==> src/rtl/echo_meter_pkg.sv <==
package echo_meter_pkg;

    typedef enum logic [1:0] {
        ST_IDLE    = 2'd0,
        ST_TRIG    = 2'd1,
        ST_WAIT_HI = 2'd2,
        ST_WAIT_LO = 2'd3
    } meter_state_e;

endpackage

==> src/rtl/echo_sync_edge.sv <==
module echo_sync_edge #(
    parameter int STAGES = 2
) (
    input  logic clk,
    input  logic rst_n,
    input  logic async_i,
    output logic rise_o,
    output logic fall_o
);
    localparam int DEPTH = STAGES + 1;

    logic [DEPTH-1:0] pipe_d, pipe_q;

    // The synchronizer stages plus one history flop for edge detection.
    always_comb begin
        pipe_d = {pipe_q[DEPTH-2:0], async_i};
    end

    always_ff @(posedge clk) begin
        if (!rst_n) pipe_q <= '0;
        else        pipe_q <= pipe_d;
    end

    assign rise_o =  pipe_q[STAGES-1] & ~pipe_q[STAGES];
    assign fall_o = ~pipe_q[STAGES-1] &  pipe_q[STAGES];

endmodule

==> src/rtl/trig_pulse_gen.sv <==
module trig_pulse_gen #(
    parameter int TRIG_CYCLES = 1000
) (
    input  logic clk,
    input  logic rst_n,
    input  logic fire_i,
    output logic trig_o,
    output logic last_o
);
    localparam int TRG_W = $clog2(TRIG_CYCLES + 1);
    localparam logic [TRG_W-1:0] TRG_LOAD = TRG_W'(TRIG_CYCLES);
    localparam logic [TRG_W-1:0] TRG_ONE  = TRG_W'(1);

    typedef struct packed {
        logic [TRG_W-1:0] cnt;
        logic             trig;
    } trg_regs_t;

    trg_regs_t r_d, r_q;

    always_comb begin
        r_d = r_q;
        if (fire_i) begin
            r_d.cnt  = TRG_LOAD;
            r_d.trig = 1'b1;
        end else begin
            if (r_q.cnt != '0) r_d.cnt = r_q.cnt - TRG_ONE;
            r_d.trig = (r_q.cnt > TRG_ONE);
        end
    end

    always_ff @(posedge clk) begin
        if (!rst_n) r_q <= '0;
        else        r_q <= r_d;
    end

    assign trig_o = r_q.trig;
    assign last_o = (r_q.cnt == TRG_ONE);

    // The pin rises on the cycle after a fire request.
    assert_fire_raises_pin_R2: assert property (@(posedge clk) disable iff (!rst_n)
        fire_i |=> trig_o);

    // A fire request never lands on a pulse that is still running.
    assert_no_fire_while_active_R9: assert property (@(posedge clk) disable iff (!rst_n)
        fire_i |-> (r_q.cnt == '0));

endmodule

==> src/rtl/capture_timer.sv <==
module capture_timer #(
    parameter int CNT_W = 16
) (
    input  logic             clk,
    input  logic             rst_n,
    input  logic             cap_rise_i,
    input  logic             cap_fall_i,
    output logic [CNT_W-1:0] width_o
);
    typedef struct packed {
        logic [CNT_W-1:0] free;
        logic [CNT_W-1:0] stamp;
        logic [CNT_W-1:0] width;
    } cap_regs_t;

    cap_regs_t r_d, r_q;

    always_comb begin
        r_d      = r_q;
        r_d.free = r_q.free + CNT_W'(1);
        if (cap_rise_i) r_d.stamp = r_q.free;
        // Subtraction modulo 2^CNT_W makes a counter wrap harmless.
        if (cap_fall_i) r_d.width = r_q.free - r_q.stamp;
    end

    always_ff @(posedge clk) begin
        if (!rst_n) r_q <= '0;
        else        r_q <= r_d;
    end

    assign width_o = r_q.width;

    // A fall capture always follows its rise by at least one cycle.
    assert_nonzero_width_R4: assert property (@(posedge clk) disable iff (!rst_n)
        cap_fall_i |=> (width_o != '0));

endmodule

==> src/rtl/echo_range_meter.sv <==
module echo_range_meter
    import echo_meter_pkg::*;
#(
    parameter int CNT_W       = 16,
    parameter int TRIG_CYCLES = 1000,
    parameter int TMO_CYCLES  = 40000
) (
    input  logic             clk,
    input  logic             rst_n,
    input  logic             start_i,
    input  logic             echo_i,
    output logic             trig_o,
    output logic [CNT_W-1:0] width_o,
    output logic             done_o,
    output logic             timeout_o
);
    localparam int TMO_W = $clog2(TMO_CYCLES + 1);
    localparam logic [TMO_W-1:0] TMO_LAST = TMO_W'(TMO_CYCLES - 1);

    typedef struct packed {
        meter_state_e     state;
        logic [TMO_W-1:0] tmo;
        logic             done;
        logic             timeout;
    } fsm_regs_t;

    fsm_regs_t r_d, r_q;

    logic echo_rise, echo_fall;
    logic fire, trig_last;
    logic cap_rise, cap_fall;

    echo_sync_edge #(.STAGES(2)) u_sync (
        .clk    (clk),
        .rst_n  (rst_n),
        .async_i(echo_i),
        .rise_o (echo_rise),
        .fall_o (echo_fall)
    );

    trig_pulse_gen #(.TRIG_CYCLES(TRIG_CYCLES)) u_trig (
        .clk   (clk),
        .rst_n (rst_n),
        .fire_i(fire),
        .trig_o(trig_o),
        .last_o(trig_last)
    );

    capture_timer #(.CNT_W(CNT_W)) u_cap (
        .clk       (clk),
        .rst_n     (rst_n),
        .cap_rise_i(cap_rise),
        .cap_fall_i(cap_fall),
        .width_o   (width_o)
    );

    // Edges are captured only in the matching wait state.
    assign fire     = (r_q.state == ST_IDLE) && start_i;
    assign cap_rise = (r_q.state == ST_WAIT_HI) && echo_rise;
    assign cap_fall = (r_q.state == ST_WAIT_LO) && echo_fall;

    always_comb begin
        r_d         = r_q;
        r_d.done    = 1'b0;
        r_d.timeout = 1'b0;
        unique case (r_q.state)
            ST_IDLE: begin
                if (start_i) r_d.state = ST_TRIG;
            end
            ST_TRIG: begin
                if (trig_last) begin
                    r_d.state = ST_WAIT_HI;
                    r_d.tmo   = '0;
                end
            end
            ST_WAIT_HI: begin
                if (echo_rise) begin
                    r_d.state = ST_WAIT_LO;
                    r_d.tmo   = '0;
                end else if (r_q.tmo == TMO_LAST) begin
                    r_d.state   = ST_IDLE;
                    r_d.timeout = 1'b1;
                end else begin
                    r_d.tmo = r_q.tmo + TMO_W'(1);
                end
            end
            ST_WAIT_LO: begin
                if (echo_fall) begin
                    r_d.state = ST_IDLE;
                    r_d.done  = 1'b1;
                end else if (r_q.tmo == TMO_LAST) begin
                    r_d.state   = ST_IDLE;
                    r_d.timeout = 1'b1;
                end else begin
                    r_d.tmo = r_q.tmo + TMO_W'(1);
                end
            end
            default: r_d.state = ST_IDLE;
        endcase
    end

    always_ff @(posedge clk) begin
        if (!rst_n) begin
            r_q.state   <= ST_IDLE;
            r_q.tmo     <= '0;
            r_q.done    <= 1'b0;
            r_q.timeout <= 1'b0;
        end else begin
            r_q <= r_d;
        end
    end

    assign done_o    = r_q.done;
    assign timeout_o = r_q.timeout;

    // A busy block whose trigger has ended keeps the pin low.
    assert_no_retrigger_R9: assert property (@(posedge clk) disable iff (!rst_n)
        (r_q.state != ST_IDLE && !trig_o) |=> !trig_o);

    assert_done_timeout_excl_R10: assert property (@(posedge clk) disable iff (!rst_n)
        !(done_o && timeout_o));

    // done only ends a wait for the falling edge.
    assert_done_from_fall_wait_R5: assert property (@(posedge clk) disable iff (!rst_n)
        $rose(done_o) |-> $past(r_q.state) == ST_WAIT_LO);

    // A reported width lies inside the accepted window.
    assert_width_in_window_R8: assert property (@(posedge clk) disable iff (!rst_n)
        done_o |-> (width_o != '0 && width_o <= CNT_W'(TMO_CYCLES)));

endmodule

==> config.mk <==
export PLATFORM = sky130hd
export DESIGN_NAME = echo_range_meter
export DESIGN_NICKNAME = d
export VERILOG_FILES = /design/src/rtl/echo_meter_pkg.sv /design/src/rtl/echo_sync_edge.sv /design/src/rtl/trig_pulse_gen.sv /design/src/rtl/capture_timer.sv /design/src/rtl/echo_range_meter.sv
export SDC_FILE = /design/constraint.sdc
export NUM_CORES = 1
export LEC_CHECK = 0
export BUFFER_PORTS_ARGS = -buffer_cell sky130_fd_sc_hd__buf_2
export CORE_ASPECT_RATIO = 1.75
export CORE_MARGIN = 2
export CORE_UTILIZATION = 36
export CTS_CLUSTER_DIAMETER = 50
export DETAILED_ROUTE_END_ITERATION = 12
export PLACE_DENSITY = 0.54
export SLEW_MARGIN = 20
export SYNTH_ARGS = -nofsm -noshare
export SYNTH_HDL_FRONTEND = slang
export SYNTH_HIERARCHICAL = 1
export SYNTH_SLANG_ARGS = --single-unit
==> constraint.sdc <==
create_clock -name clk -period 3.2 [get_ports clk]
set_clock_uncertainty 0.1 [all_clocks]
set_input_delay 0.96 -clock clk [delete_from_list [all_inputs] [get_ports clk]]
set_output_delay 0.96 -clock clk [all_outputs]
set_load 0.01 [all_outputs]
* After elaboration in Yosys (flattened, before gate mapping)
Index checks and enable logic that the tools add are counted.
** Word-level totals
- Output and inout bits :: 19
- Flip-flop bits (word level) :: 82
- Bits of input ports :: 4
- Word-level logic and storage cells :: 56
** Cells by class
- Reductions and logical operators :: 11
- Bitwise operators :: 5
- Order comparisons :: 1
- Equal/unequal tests :: 8
- Mux-type cells :: 16
- Add/sub/neg operators :: 4
** Operators with widths (number)
- $pmux 16 s3 :: 1
- $mux 18 :: 2
- $add 16x1->16 const B :: 2
- $mux 16 :: 2
- $eq 16x16->1 const B :: 1
- $sub 16x16->16 :: 1
- $mux 11 :: 1
- $eq 10x1->1 const B :: 1
- $gt 10x1->1 const B :: 1
- $mux 10 :: 1
- $reduce_bool 10->1 :: 1
- $sub 10x1->10 const B :: 1
- $pmux 2 s4 :: 1
- $mux 2 :: 3
- $ne 2x2->1 const B :: 3
- $eq 2x2->1 const B :: 2
- $mux 1 :: 4
- $reduce_and 2->1 :: 2
- $logic_and 1x1->1 :: 3
- $not 1->1 :: 3
- $reduce_and 3->1 :: 1
- $reduce_bool 3->1 :: 1
- $and 1x1->1 :: 2
- $eq 2x1->1 const B :: 1
- other kinds (4) :: 4

* Depth between registers and ports, before layout
- Word-level depth :: 4
- Depth in mapped cells :: 9
- Depth with buffers taken out :: 9

* Modules after synthesis
Netlist, hierarchy kept.
** Modules (own cells, without submodules)
- capture_timer :: cells an instance 304, seq. area each 960.9 um2, area an instance 2705.1 um2, instances 1
- echo_range_meter :: cells an instance 130, seq. area each 400.4 um2, area an instance 1133.6 um2, instances 1
- trig_pulse_gen :: cells an instance 60, seq. area each 220.2 um2, area an instance 569.3 um2, instances 1
- echo_sync_edge :: cells an instance 8, seq. area each 60.1 um2, area an instance 91.3 um2, instances 1

* Worst setup path after synthesis
Ideal clock, no wire load.
- Path type :: register -> register
- Start :: register u_trig/r_q[7] (netlist bit)
- End :: register r_q[6] (netlist name)
- Clock period less this slack :: 2402 ps
- Path buffers :: 0
- Arrival time :: 2231 ps
- Setup slack :: 798 ps
- Cell stages (with the launch flop) :: 7
- Setup time :: 70 ps
- Required time :: 3030 ps
- Cell sequence :: dfxtp_1 > nor4_2 > and3_1 > and3b_2 > nor2_1 > or4_2 > a21oi_1
** RTL lines
- start: declaration :: RTL line trig_pulse_gen.sv:19 : trg_regs_t r_d, r_q;
- start signal: assignment :: RTL line trig_pulse_gen.sv:34 : else r_q <= r_d;

==> flow_summary.json <==
{
  "num_antenna_cells": 0,
  "std_cell_rows": 54,
  "grt_overflow": 0,
  "ir_drop_mv": 0.285,
  "power_per_cell_area_nw_per_um2": 510,
  "clk_latency_ns": 0.33,
  "critPathCaptureType": "flip-flop",
  "die_width_um": 88.5,
  "hold_viol": 0,
  "wl_per_cell_um": 13.6,
  "path_clk_slew_ns": 0.06,
  "ys_ff_latch": 82,
  "critPathBufInv": 1,
  "max_slew_margin": 0.408,
  "syn_nets": 526,
  "numCtsBuffers": 9,
  "synth_flop_cell": "dfxtp_1",
  "syn_inst": 502,
  "timing.hold.ws_ns": 0.330,
  "numClockSinks": 82,
  "antenna_found_initial": 0,
  "syn_area_um2": 4500,
  "grt_pass1_vias": 3294,
  "ctsResizeCount": 0,
  "drive_above_1_share": 0.127,
  "grtUsageTotal": 0.145,
  "hold_buffers": 0,
  "dpl.hpwl_mm": 6.93,
  "nFillCells": 1260,
  "tightest_slew_ns": 0.884,
  "post-route-min-period_ns": 2.54,
  "grt_max_degree": 45,
  "final_cells": 680,
  "cp_top_family": "simple AND/OR/NAND/NOR gates",
  "cts_setup_buffers": 0,
  "async_reset_ff_frac": 0,
  "antenna_left": 0,
  "setup_viol": 0,
  "cts_tree": "done",
  "worst_hold_path_type": "reg -> reg",
  "status": "completed",
  "rsz0062_at_grt": "no",
  "gp_congestion": 0.768,
  "crit_required_ns": 3.35,
  "dp.cells": 665,
  "yosysWarnings": 6,
  "fin_total_pwr_mw": 2.54,
  "vias": 3468,
  "cts_root_buf": "clkbuf_16",
  "die_y_um": 152,
  "drcViolationCount": 0,
  "pin_count": 23,
  "critPathSlowestCell": "or4_2",
  "drt_wl_total_mm": 9.23,
  "drt_iter0_markers": 117,
  "setup_tns_ns": 0,
  "first_pass_iters": 4,
  "die-area_um2": 13400,
  "critical_path.max_fanout": 16,
  "seq_area_frac_synth": 0.365,
  "fmax_ghz": 0.393,
  "core_area_um2": 12400,
  "cap_violations": 0,
  "cpPeakStageDelay_ns": 0.69,
  "critical_path_arrival_ns": 2.70,
  "worstSetupPathType": "reg -> reg",
  "vias_per_cell": 5.10,
  "critPathLaunchType": "flip-flop",
  "initial_core_util": 0.364,
  "worstPathCellList": "nor4_2, buf_4, and3_1, and3b_2, nor2_1, or4_2, a21oi_1",
  "port_buffers": 22,
  "report.final.slew_viol_count": 0,
  "synth.avg_cell_area_um2": 8.96,
  "cts.path.max_buffers": 2,
  "rrSetupSlack_ns": 0.66,
  "leakagePower_nw": 1.86,
  "finalCritPeriodShare": 0.795,
  "area_delta_synth_final_pct": 10.7,
  "htreeDepth": 3,
  "grt_pass1_wl_mm": 15.6,
  "nNetsFinal": 532,
  "synth-edff-count": 0,
  "netlist-cell-type-count": 63
}
## kinds of logic after synthesis
family,share of synthesized area
mux,0.0539
buf+inv,0.0679
simple gates,0.243
xor+xnor,0.0565
fa+ha+maj,0.0573
compound gates,0.157
flops,0.365
## routing by layer
layer	vias to the layer above	GRT usage	share of wire
met4	0	0.0455	0.015
met1	1632	0.173	0.44
met5	-	0	0
li1	1779	-	-
met2	47	0.252	0.52
met3	10	0.0315	0.026
## cells in the mapped netlist (3+ instances only)
library cell   n  area (um^2)
nor3_1         9         45.0
mux2i_1       22          220
and2_1        17          106
nand2b_1       4         25.0
nand3b_1       3         22.5
or4_1          5         37.5
o31ai_1        8         60.1
nor2b_1       29          181
a21oi_1       18         90.1
xor2_1        14          123
a21boi_0       3         22.5
nor2_1        21         78.8
and3_1         6         37.5
o31a_1         4         35.0
buf_4         17          128
o21ai_0       17         85.1
o211ai_1       7         52.6
a21o_1         5         37.5
nand4_1        8         50.1
or3_1          7         43.8
and4_1         4         35.0
nor4_2         3         37.5
clkbuf_1      13         48.8
o21ai_1        8         40.0
ha_1          19          238
o21a_1        11         82.6
nand3_1       17         85.1
nor4_1         3         18.8
nand2_1       30          113
a211oi_1       5         37.5
dfxtp_1       82         1640
inv_1         26         97.6
or4_2          5         43.8
xnor2_1       15          131
## final timing paths
kind / cells after the start / startpoint / endpoint
worst max-delay path: 7 / u_trig/r_q[7] / r_q[11]
worst min-delay path: 1 / u_sync/pipe_q[0] / u_sync/pipe_q[1]
worst max register to register: 7 / u_trig/r_q[7] / r_q[11]
worst min register to register: 1 / u_sync/pipe_q[0] / u_sync/pipe_q[1]
## flip-flops by register name (all words and copies together), names as in the netlist
register       flops
timeout_o          1
u_trig/trig_o      1
u_cap/r_q         32
done_o             1
u_sync/pipe_q      3
u_cap/width_o     16
r_q               18
u_trig/r_q        10
## power by group
| group | switching (mW) | internal (mW) | leakage [nW] | total [mW] |
|---|---|---|---|---|
| Combinational | 0.176 | 0.158 | 1.04 | 0.334 |
| Sequential | 0.0519 | 1.06 | 0.665 | 1.12 |
| Clock | 0.392 | 0.698 | 0.158 | 1.09 |
## cell type report
cell class                 instances  area, um^2  share of cell area
sequential                        82        1640               0.329
multi-input combinational        360        2550               0.512
timing repair buffer              29         163              0.0326
clock buffer                      10         239              0.0480
clock inverter                     5        78.8              0.0158
tap                              168         210              0.0422
inverter                          26        97.6              0.0196
## through the flow
step,area (um^2),utilization,setup slack [ns]
3_5_place_dp,4660,0.377,0.680
3_3_place_gp,4660,0.377,0.759
6_report,4980,0.403,0.655
4_1_cts,4980,0.403,0.644
2_1_floorplan,4500,-,0.798
5_1_grt,4980,0.403,0.500
## cells in the final DEF (no fill, tap or decap), drive strengths merged, types with 5 or more instances in the layout
cell type  synthesis  routed
and3               7       7
clkbuf            13      10
o21a              12      12
o21ai             25      25
nand2             30      30
a21boi             6       6
buf               21      29
nor3               9       9
ha                19      19
nor4               7       7
inv               26      26
or3                9       9
a211oi             5       5
o31ai              8       8
nand3             17      17
a21oi             18      18
a21o               5       5
and2              17      17
o211ai             7       7
xnor2             15      15
nor2b             29      29
nand4              8       8
mux2i             22      22
or4               10      10
dfxtp             82      82
xor2              14      14
nor2              21      21
(Power assumes the default switching activity.)
